[config.mk]
export PLATFORM = sky130hd
export DESIGN_NAME = uart_baud_gen
export DESIGN_NICKNAME = d
export VERILOG_FILES = /design/src/rtl/uart_baud_pkg.sv /design/src/rtl/baud_presc.sv /design/src/rtl/baud_cnt.sv /design/src/rtl/uart_baud_gen.sv
export SDC_FILE = /design/constraint.sdc
export NUM_CORES = 1
export LEC_CHECK = 0
export BUFFER_PORTS_ARGS = -buffer_cell sky130_fd_sc_hd__buf_4
export CAP_MARGIN = 20
export CORE_ASPECT_RATIO = 0.8
export CORE_MARGIN = 4
export CORE_UTILIZATION = 46
export CTS_BUF_LIST = sky130_fd_sc_hd__clkbuf_16
export CTS_CLUSTER_SIZE = 40
export DETAILED_ROUTE_END_ITERATION = 10
export PLACE_DENSITY_LB_ADDON = 0.2
export SYNTH_ARGS = -nofsm -noshare
export SYNTH_HDL_FRONTEND = slang
export SYNTH_HIERARCHICAL = 1
export SYNTH_SLANG_ARGS = --single-unit
[constraint.sdc]
create_clock -name clk_i -period 6.35 [get_ports clk_i]
set_input_delay 0.9525 -clock clk_i [delete_from_list [all_inputs] [get_ports clk_i]]
set_output_delay 0.9525 -clock clk_i [all_outputs]
set_load 0.02 [all_outputs]
[src/rtl/uart_baud_pkg.sv]
package uart_baud_pkg;
  localparam int unsigned SMP_W     = 4;
  localparam int unsigned BIT_CNT_W = SMP_W + 1;
  localparam int unsigned SMP_MIN   = 4;

  // code 0 -> full 2**SMP_W, small codes clamped to the usable minimum
  function automatic logic [BIT_CNT_W-1:0] samples_per_bit(input logic [SMP_W-1:0] code);
    if (code == '0)                 return BIT_CNT_W'(1 << SMP_W);
    else if (code < SMP_W'(SMP_MIN)) return BIT_CNT_W'(SMP_MIN);
    else                             return BIT_CNT_W'(code);
  endfunction
endpackage

[src/rtl/baud_presc.sv]
module baud_presc #(
  parameter int unsigned INT_W  = 5,
  parameter int unsigned FRAC_W = 3
) (
  input  logic              clk_i,
  input  logic              rst_ni,
  input  logic              clr_i,
  input  logic [INT_W-1:0]  int_i,
  input  logic [FRAC_W-1:0] frac_i,
  output logic              tick_o
);
  logic [INT_W-1:0]  cnt_q, int_eff, reload;
  logic [FRAC_W-1:0] acc_q;
  logic [FRAC_W:0]   acc_sum;
  logic              live_q;

  assign int_eff = (int_i == '0) ? INT_W'(1) : int_i;
  assign acc_sum = {1'b0, acc_q} + {1'b0, frac_i};
  // carry out of the fraction stretches the next period by one cycle
  assign reload  = int_eff - INT_W'(1) + INT_W'(acc_sum[FRAC_W]);
  assign tick_o  = live_q && (cnt_q == '0);

  always_ff @(posedge clk_i or negedge rst_ni) begin
    if (!rst_ni) begin
      cnt_q  <= '0;
      acc_q  <= '0;
      live_q <= 1'b0;
    end else if (clr_i) begin
      cnt_q  <= '0;
      acc_q  <= '0;
      live_q <= 1'b0;
    end else begin
      live_q <= 1'b1;
      if (tick_o) begin
        cnt_q <= reload;
        acc_q <= acc_sum[FRAC_W-1:0];
      end else if (live_q) begin
        cnt_q <= cnt_q - INT_W'(1);
      end
    end
  end
endmodule

[src/rtl/baud_cnt.sv]
module baud_cnt #(
  parameter int unsigned W = 16
) (
  input  logic         clk_i,
  input  logic         rst_ni,
  input  logic         clr_i,
  input  logic         en_i,
  input  logic [W-1:0] reload_i,
  output logic         tick_o,
  output logic [W-1:0] cnt_o
);
  logic [W-1:0] cnt_q;

  assign tick_o = en_i && (cnt_q == '0);
  assign cnt_o  = cnt_q;

  // reload value is sampled only at terminal count
  always_ff @(posedge clk_i or negedge rst_ni) begin
    if (!rst_ni)      cnt_q <= '0;
    else if (clr_i)   cnt_q <= '0;
    else if (en_i)    cnt_q <= (cnt_q == '0) ? reload_i : cnt_q - W'(1);
  end
endmodule

[src/rtl/uart_baud_gen.sv]
module uart_baud_gen
  import uart_baud_pkg::*;
#(
  parameter int unsigned INT_W  = 5,
  parameter int unsigned FRAC_W = 3,
  parameter int unsigned BYTE_W = 8
) (
  input  logic              clk_i,
  input  logic              rst_ni,
  input  logic              soft_rst_i,
  input  logic [INT_W-1:0]  presc_int_i,
  input  logic [FRAC_W-1:0] presc_frac_i,
  input  logic              div_lo_we_i,
  input  logic              div_hi_we_i,
  input  logic              smp_we_i,
  input  logic [BYTE_W-1:0] cfg_wdata_i,
  output logic [BYTE_W-1:0] smp_cfg_o,
  output logic              smp_tick_o,
  output logic              bit_tick_o,
  output logic              tx_clk_o
);
  localparam int unsigned DIV_W = 2 * BYTE_W;

  logic [DIV_W-1:0]     div_q, div_reload, div_cnt;
  logic [SMP_W-1:0]     smp_q;
  logic [BIT_CNT_W-1:0] n_smp, bit_reload, bit_cnt, half;
  logic                 presc_tick, tx_clk_q;

  always_ff @(posedge clk_i or negedge rst_ni) begin
    if (!rst_ni) begin
      div_q <= '0;
      smp_q <= '0;
    end else if (soft_rst_i) begin
      div_q <= '0;
      smp_q <= '0;
    end else begin
      if (div_lo_we_i) div_q[BYTE_W-1:0]     <= cfg_wdata_i;
      if (div_hi_we_i) div_q[DIV_W-1:BYTE_W] <= cfg_wdata_i;
      if (smp_we_i)    smp_q                 <= cfg_wdata_i[SMP_W-1:0];
    end
  end

  assign smp_cfg_o  = BYTE_W'(smp_q);
  assign div_reload = (div_q == '0) ? '0 : div_q - DIV_W'(1);
  assign n_smp      = samples_per_bit(smp_q);
  assign bit_reload = n_smp - BIT_CNT_W'(1);
  assign half       = n_smp >> 1;

  baud_presc #(.INT_W(INT_W), .FRAC_W(FRAC_W)) u_presc (
    .clk_i  (clk_i),
    .rst_ni (rst_ni),
    .clr_i  (soft_rst_i),
    .int_i  (presc_int_i),
    .frac_i (presc_frac_i),
    .tick_o (presc_tick)
  );

  baud_cnt #(.W(DIV_W)) u_div (
    .clk_i    (clk_i),
    .rst_ni   (rst_ni),
    .clr_i    (soft_rst_i),
    .en_i     (presc_tick),
    .reload_i (div_reload),
    .tick_o   (smp_tick_o),
    .cnt_o    (div_cnt)
  );

  baud_cnt #(.W(BIT_CNT_W)) u_bit (
    .clk_i    (clk_i),
    .rst_ni   (rst_ni),
    .clr_i    (soft_rst_i),
    .en_i     (smp_tick_o),
    .reload_i (bit_reload),
    .tick_o   (bit_tick_o),
    .cnt_o    (bit_cnt)
  );

  // high from the bit tick until the count reaches the half point
  always_ff @(posedge clk_i or negedge rst_ni) begin
    if (!rst_ni)                          tx_clk_q <= 1'b0;
    else if (soft_rst_i)                  tx_clk_q <= 1'b0;
    else if (bit_tick_o)                  tx_clk_q <= 1'b1;
    else if (smp_tick_o && bit_cnt <= half) tx_clk_q <= 1'b0;
  end

  assign tx_clk_o = tx_clk_q;

  logic unused_div_cnt;
  assign unused_div_cnt = ^div_cnt;
endmodule

## Word level (Yosys, flattened, before mapping)

Index checks and enable logic that the tools add are counted.

| storage, ports and cells | value |
|---|---|
| register bits after elaboration | 51 |
| input bits | 22 |
| logic and storage cells | 60 |
| output and inout bits | 11 |

| operators by class | value |
|---|---|
| order comparisons | 2 |
| $add $sub $neg | 8 |
| reductions and logical operators | 17 |
| muxes and demuxes | 24 |

Operator list:

| cell | count |
|---|---|
| $mux W16 | 5 |
| $mux W5 | 8 |
| $logic_not A16 Y1 | 2 |
| $sub A16 B1 Y16 const B | 2 |
| $sub A5 B1 Y5 const B | 4 |
| $mux W8 | 2 |
| $logic_not A5 Y1 | 3 |
| $mux W4 | 3 |
| $reduce_bool A2 Y1 | 5 |
| $mux W3 | 2 |
| $reduce_bool A3 Y1 | 2 |
| $add A5 B1 Y5 | 1 |
| $le A5 B4 Y1 | 1 |
| $add A3 B3 Y4 | 1 |
| $logic_and A1 B1 Y1 | 4 |
| $logic_not A4 Y1 | 1 |
| $lt A4 B3 Y1 const B | 1 |
| $mux W1 | 4 |

## Longest topological paths before layout

| depth | value |
|---|---|
| depth in word-level cells | 8 |
| mapped depth | 11 |
| depth with buffers taken out | 10 |

## By module

Netlist, hierarchy kept.

Modules (own cells, without submodules):

| module | cells an instance | instances | seq. area each (µm²) | area each (µm²) |
|---|---|---|---|---|
| uart_baud_gen | 168 | 1 | 525.5 | 1473.9 |
| baud_cnt (u_div) | 133 | 1 | 400.4 | 1169.9 |
| baud_presc | 66 | 1 | 225.2 | 634.4 |
| baud_cnt (u_bit) | 33 | 1 | 125.1 | 315.3 |

## Least setup slack after synthesis

Ideal clock, no wire load.

| timing path | value |
|---|---|
| kind | register to output |
| start point | register u_presc.cnt_q[0] |
| end point | output bit_tick_o |
| stages on the path, launching flop included | 10 |
| arrival time | 2.788 ns |
| path buffers | 1 |
| path slack | 2.609 ns |
| cells stage by stage | dfrtp_1 -> inv_1 -> ha_1 -> or4bb_2 -> nor2_1 -> clkbuf_1 -> inv_2 -> nor2_1 -> inv_1 -> nor2_1 |

| between the ends | value |
|---|---|
| cells in the longest elaborated chain, start to end | 4 |

RTL lines:

| element | line | RTL |
|---|---|---|
| from (decl) | baud_presc.sv:12 | `logic [INT_W-1:0] cnt_q, int_eff, reload;` |
| from (signal assigned) | baud_presc.sv:35 | `cnt_q <= reload;` |
| from (signal assigned) | baud_presc.sv:38 | `cnt_q <= cnt_q - INT_W'(1);` |
| $logic_not A5 Y1 | baud_presc.sv:21 | `assign tick_o = live_q && (cnt_q == '0);` |
| $logic_and A1 B1 Y1 | baud_presc.sv:21 |  |
| net presc_tick | uart_baud_gen.sv:27 | `logic presc_tick, tx_clk_q;` |
| $logic_and A1 B1 Y1 | baud_cnt.sv:14 | `assign tick_o = en_i && (cnt_q == '0);` |
| net smp_tick_o | uart_baud_gen.sv:18 | `output logic smp_tick_o,` |
| $logic_and A1 B1 Y1 | baud_cnt.sv:14 |  |
| to (decl) | uart_baud_gen.sv:19 | `output logic bit_tick_o,` |

The timed path passes the listed nets, and every way through them passes these cells.

## Worst setup path in the final report

| timing path | value |
|---|---|
| start point | register u_div.cnt_q[0], in the netlist u_div/cnt_o[0] |
| end point | output bit_tick_o |

| between the ends | value |
|---|---|
| cells in the longest elaborated chain, start to end | 3 |

RTL lines:

| element | line | RTL |
|---|---|---|
| from (decl) | baud_cnt.sv:12 | `logic [W-1:0] cnt_q;` |
| from (signal assigned) | baud_cnt.sv:21 | `else if (en_i) cnt_q <= (cnt_q == '0) ? reload_i : cnt_q - W'(1);` |
| $logic_not A16 Y1 | baud_cnt.sv:14 |  |
| $logic_and A1 B1 Y1 (2 in series) | baud_cnt.sv:14 |  |

No other way between the ends.

==> impl_results.md <==
- Power per cell area: 462 nW/um2
- Cell count after synthesis: 400
- Slew Limit Fails: 0
- Worst Setup End Kind: output port
- Critical Path Start Type: flip-flop
- First-pass DRT Iterations: 4
- Number of global-route vias before repair: 2845
- I/O pin count: 33
- Final Skew: 0.00673 ns
- R2r endpoint: u_bit/cnt_o[4]$_DFFE_PN0P_
- Register area share after synthesis: 35.5%
- Critical Path, Cell by Cell: inv_1, ha_1, nor4b_2, nand4_1, nor2_1, inv_1, nor2_1, buf_4
- Logic gate share of total power: 57.9%
- Switching Share: 46.1%
- Setup crit start: u_div/cnt_o[0]$_DFFE_PN0P_
- DIE AREA: 9300 um2
- Min Tclk post-route: 4.36 ns
- Core area: 7500 um2
- Flops & latches, synth: 51
- Max VDD drop: 0.276 mV
- Largest net degree at the start of global routing: 55
- Sw Pwr: 0.852 mW
- Slew headroom: 34.3%
- H-tree depth: 2
- Largest family of logic cells by synthesized area: simple AND/OR/NAND/NOR gates
- Diode count: 0
- Kind of critical path: flip-flop to output port
- Area Growth Syn to Fin: 11.2%
- Via Count: 2966
- Avg Cell Area, Syn: 8.98 um2
- Reg2Reg Setup Slack: 2.71 ns
- GRT Total Usage: 18.6%
- Clock buffer count from CTS: 5
- PostCTS Resize Cnt: 0
- IO Port Bufs: 28
- Worst skew pair latency: 0.29 ns
- Fmax: 0.229 GHz
- Row Count: 28
- Post-route cell area: 4000 um2
- Antenna violations before repair: 0
- DIE HEIGHT: 87.1 um
- CTS Sinks: 51
- Cells on worst reg2reg path: 8
- Final Setup Violations: 0
- Area after DPL: 3850 um2
- Final Cycle Share: 68.7%
- Status: finished, final reports clean
- Top post-synthesis cells by area: dfrtp_1, mux2i_1, nor2_1
- Post-DRT Antenna Nets: 0
- DR vias/cell: 5.66
- Compound-gate portion of the synthesized area: 15.0%
- Grt total ovfl: 0
- Clock root buffer: clkbuf_16
- Hold slack final: 0.554 ns
- Final Hold Viols: 0
- Yosys warning count: 6
- Reg power frac: 27.2%
- CTS tree: built
- Routed wire per std cell: 15.8 um
- Pre-CTS setup slack: 2.31 ns
- Most used DFF post-synth: dfrtp_1
- Postcts setup bufs: 0
- Tightest Pin Transition: 0.982 ns
- Post-Synth Simple-Gate Area: 25.6%
- Unrepaired setup endpoints after global routing: no
- LEAKAGE: 1.83 nW
- Clk slew on worst S/H paths: 0.07 ns
- Post-synth cell types: 72
- Final HPWL DP: 6020 um
- First DRT Iteration DRCs: 247
- Global-route wire length before repair: 14100 um
- Adder-cell area share of the yosys netlist: 6.13%
- CP endpoint: bit_tick_o
- Post-synth EDFFs: 0
- # fillers: 723
- Post-route setup slack: 1.99 ns
- Die X: 107 um
- Nets: 457
- Initial core utilization: 47.9%
- Layout cells sized above 1: 16.0%
- Max stage delay cell, worst path: nand4_1
- Cell Int Power: 0.997 mW
- Residual DRC: 0
- RD Place Congestion: 0.898
- Syn Std Cell Area: 3590 um2
- Ys async rst share: 100%
- Drt total wl: 8260 um
- Mux cell area share after synthesis: 9.40%
- Slowest stage delay, CP: 0.84 ns
- Clk pwr share: 14.8%
- CP Max Fanout: 21
- Deepest clock path buffer count: 2
- Hold Crit Class: flip-flop to flip-flop
- Cell taking the most area after synthesis: dfrtp_1
- Cts hold-fix bufs: 0
- MaxCap Viol Count: 0
- Most frequent cells in the layout: nor2_1, dfrtp_1, inv_1
- Crit path arrival time: 3.41 ns
- Crit Reg-Reg Startpoint: u_div/cnt_o[0]$_DFFE_PN0P_
- Final setup TNS: 0 ns
- Synth Area in XOR/XNOR: 1.95%
- Worst endpoint required time: 5.40 ns
- Total power: 1.85 mW
- Most common cell after layout, fill and taps aside: nor2_1
- Synth top area share: 35.5%
## registers in the layout, summed over array words and instances (netlist names)
register,count
u_presc/live_q,1
tx_clk_o,1
u_bit/cnt_o,5
u_div/cnt_o,16
div_q,16
u_presc/acc_q,3
u_presc/cnt_q,5
smp_q,4
## synth_stat cells (4+ instances only)
| cell type | number |
|---|---|
| a211oi_1 | 7 |
| nor2b_1 | 4 |
| or4_1 | 4 |
| nand2b_1 | 5 |
| buf_4 | 5 |
| o22ai_1 | 7 |
| o32ai_1 | 5 |
| mux2_2 | 6 |
| nor3_1 | 8 |
| nand2_1 | 20 |
| nand3_1 | 13 |
| inv_1 | 32 |
| nand4_1 | 5 |
| o31ai_1 | 5 |
| nor2_1 | 60 |
| clkbuf_1 | 8 |
| mux2i_1 | 27 |
| xnor2_1 | 7 |
| or3_1 | 6 |
| buf_2 | 4 |
| a21oi_1 | 16 |
| ha_1 | 16 |
| o21ai_0 | 10 |
| dfrtp_1 | 51 |
## layout make-up
cell class	instances	area [um2]	area share, %
Sequential cell	51	1280	31.9
Inverter	33	124	3.10
Tap cell	105	131	3.29
Timing Repair Buffer	29	218	5.45
Multi-Input combinational cell	298	2100	52.6
Clock buffer	5	125	3.13
Clock inverter	3	22.5	0.563
## worst max-delay path, delay by kind of cell, from the launching register on
family | cells | cell delay (ns)
fa+ha+maj | 1 | 0.15
flops | 1 | 0.40
simple gates | 4 | 2.08
buf+inv | 3 | 0.49
## per-layer routing
| metal | global-route usage (%) | part of all wire, % |
|---|---|---|
| met1 | 27.5 | 49 |
| met2 | 29.0 | 45 |
| met3 | 2.82 | 5.1 |
| met4 | 3.72 | 0.86 |
| met5 | 0 | 0 |
## stage by stage
step | util, % | std cells
finish | 53.3 | 524
global route | 53.3 | 524
CTS | 53.3 | 524
detailed placement | 51.4 | 516
global placement | 51.4 | 516
floorplan | - | 403
## worst min path at each step
| stage | from | to | slack (ns) | cells past startpoint |
|---|---|---|---|---|
| after CTS | u_presc/acc_q[0]$_DFFE_PN0P_ | u_presc/acc_q[0]$_DFFE_PN0P_ | 0.56 | 2 |
| after floorplan | u_presc/acc_q[2]$_DFFE_PN0P_ | u_presc/acc_q[2]$_DFFE_PN0P_ | 0.52 | 2 |
| after global placement | u_presc/acc_q[0]$_DFFE_PN0P_ | u_presc/acc_q[0]$_DFFE_PN0P_ | 0.55 | 2 |
| after global routing | u_presc/acc_q[0]$_DFFE_PN0P_ | u_presc/acc_q[0]$_DFFE_PN0P_ | 0.58 | 2 |
| final | u_presc/acc_q[0]$_DFFE_PN0P_ | u_presc/acc_q[0]$_DFFE_PN0P_ | 0.55 | 2 |
| after detailed placement | u_presc/acc_q[0]$_DFFE_PN0P_ | u_presc/acc_q[0]$_DFFE_PN0P_ | 0.55 | 2 |
## power by group through the flow
stage	clock network, mW	registers [mW]	logic [mW]
CTS	0.282	0.502	1.06
global route	0.293	0.519	1.19
finish	0.274	0.503	1.07
floorplan	0	0.488	0.876
global placement	0	0.502	1.05
detailed placement	0	0.508	1.05
## cell families after synthesis
kind of cell	after synthesis
other	1
AND/OR/NAND/NOR	161
adder cells (fa/ha/maj)	17
flip-flops	51
multiplexers	33
buffers and inverters	54
XOR/XNOR	8
AO/OA/AOI/OAI	75
No activity file was read; power rests on OpenSTA's default activity.
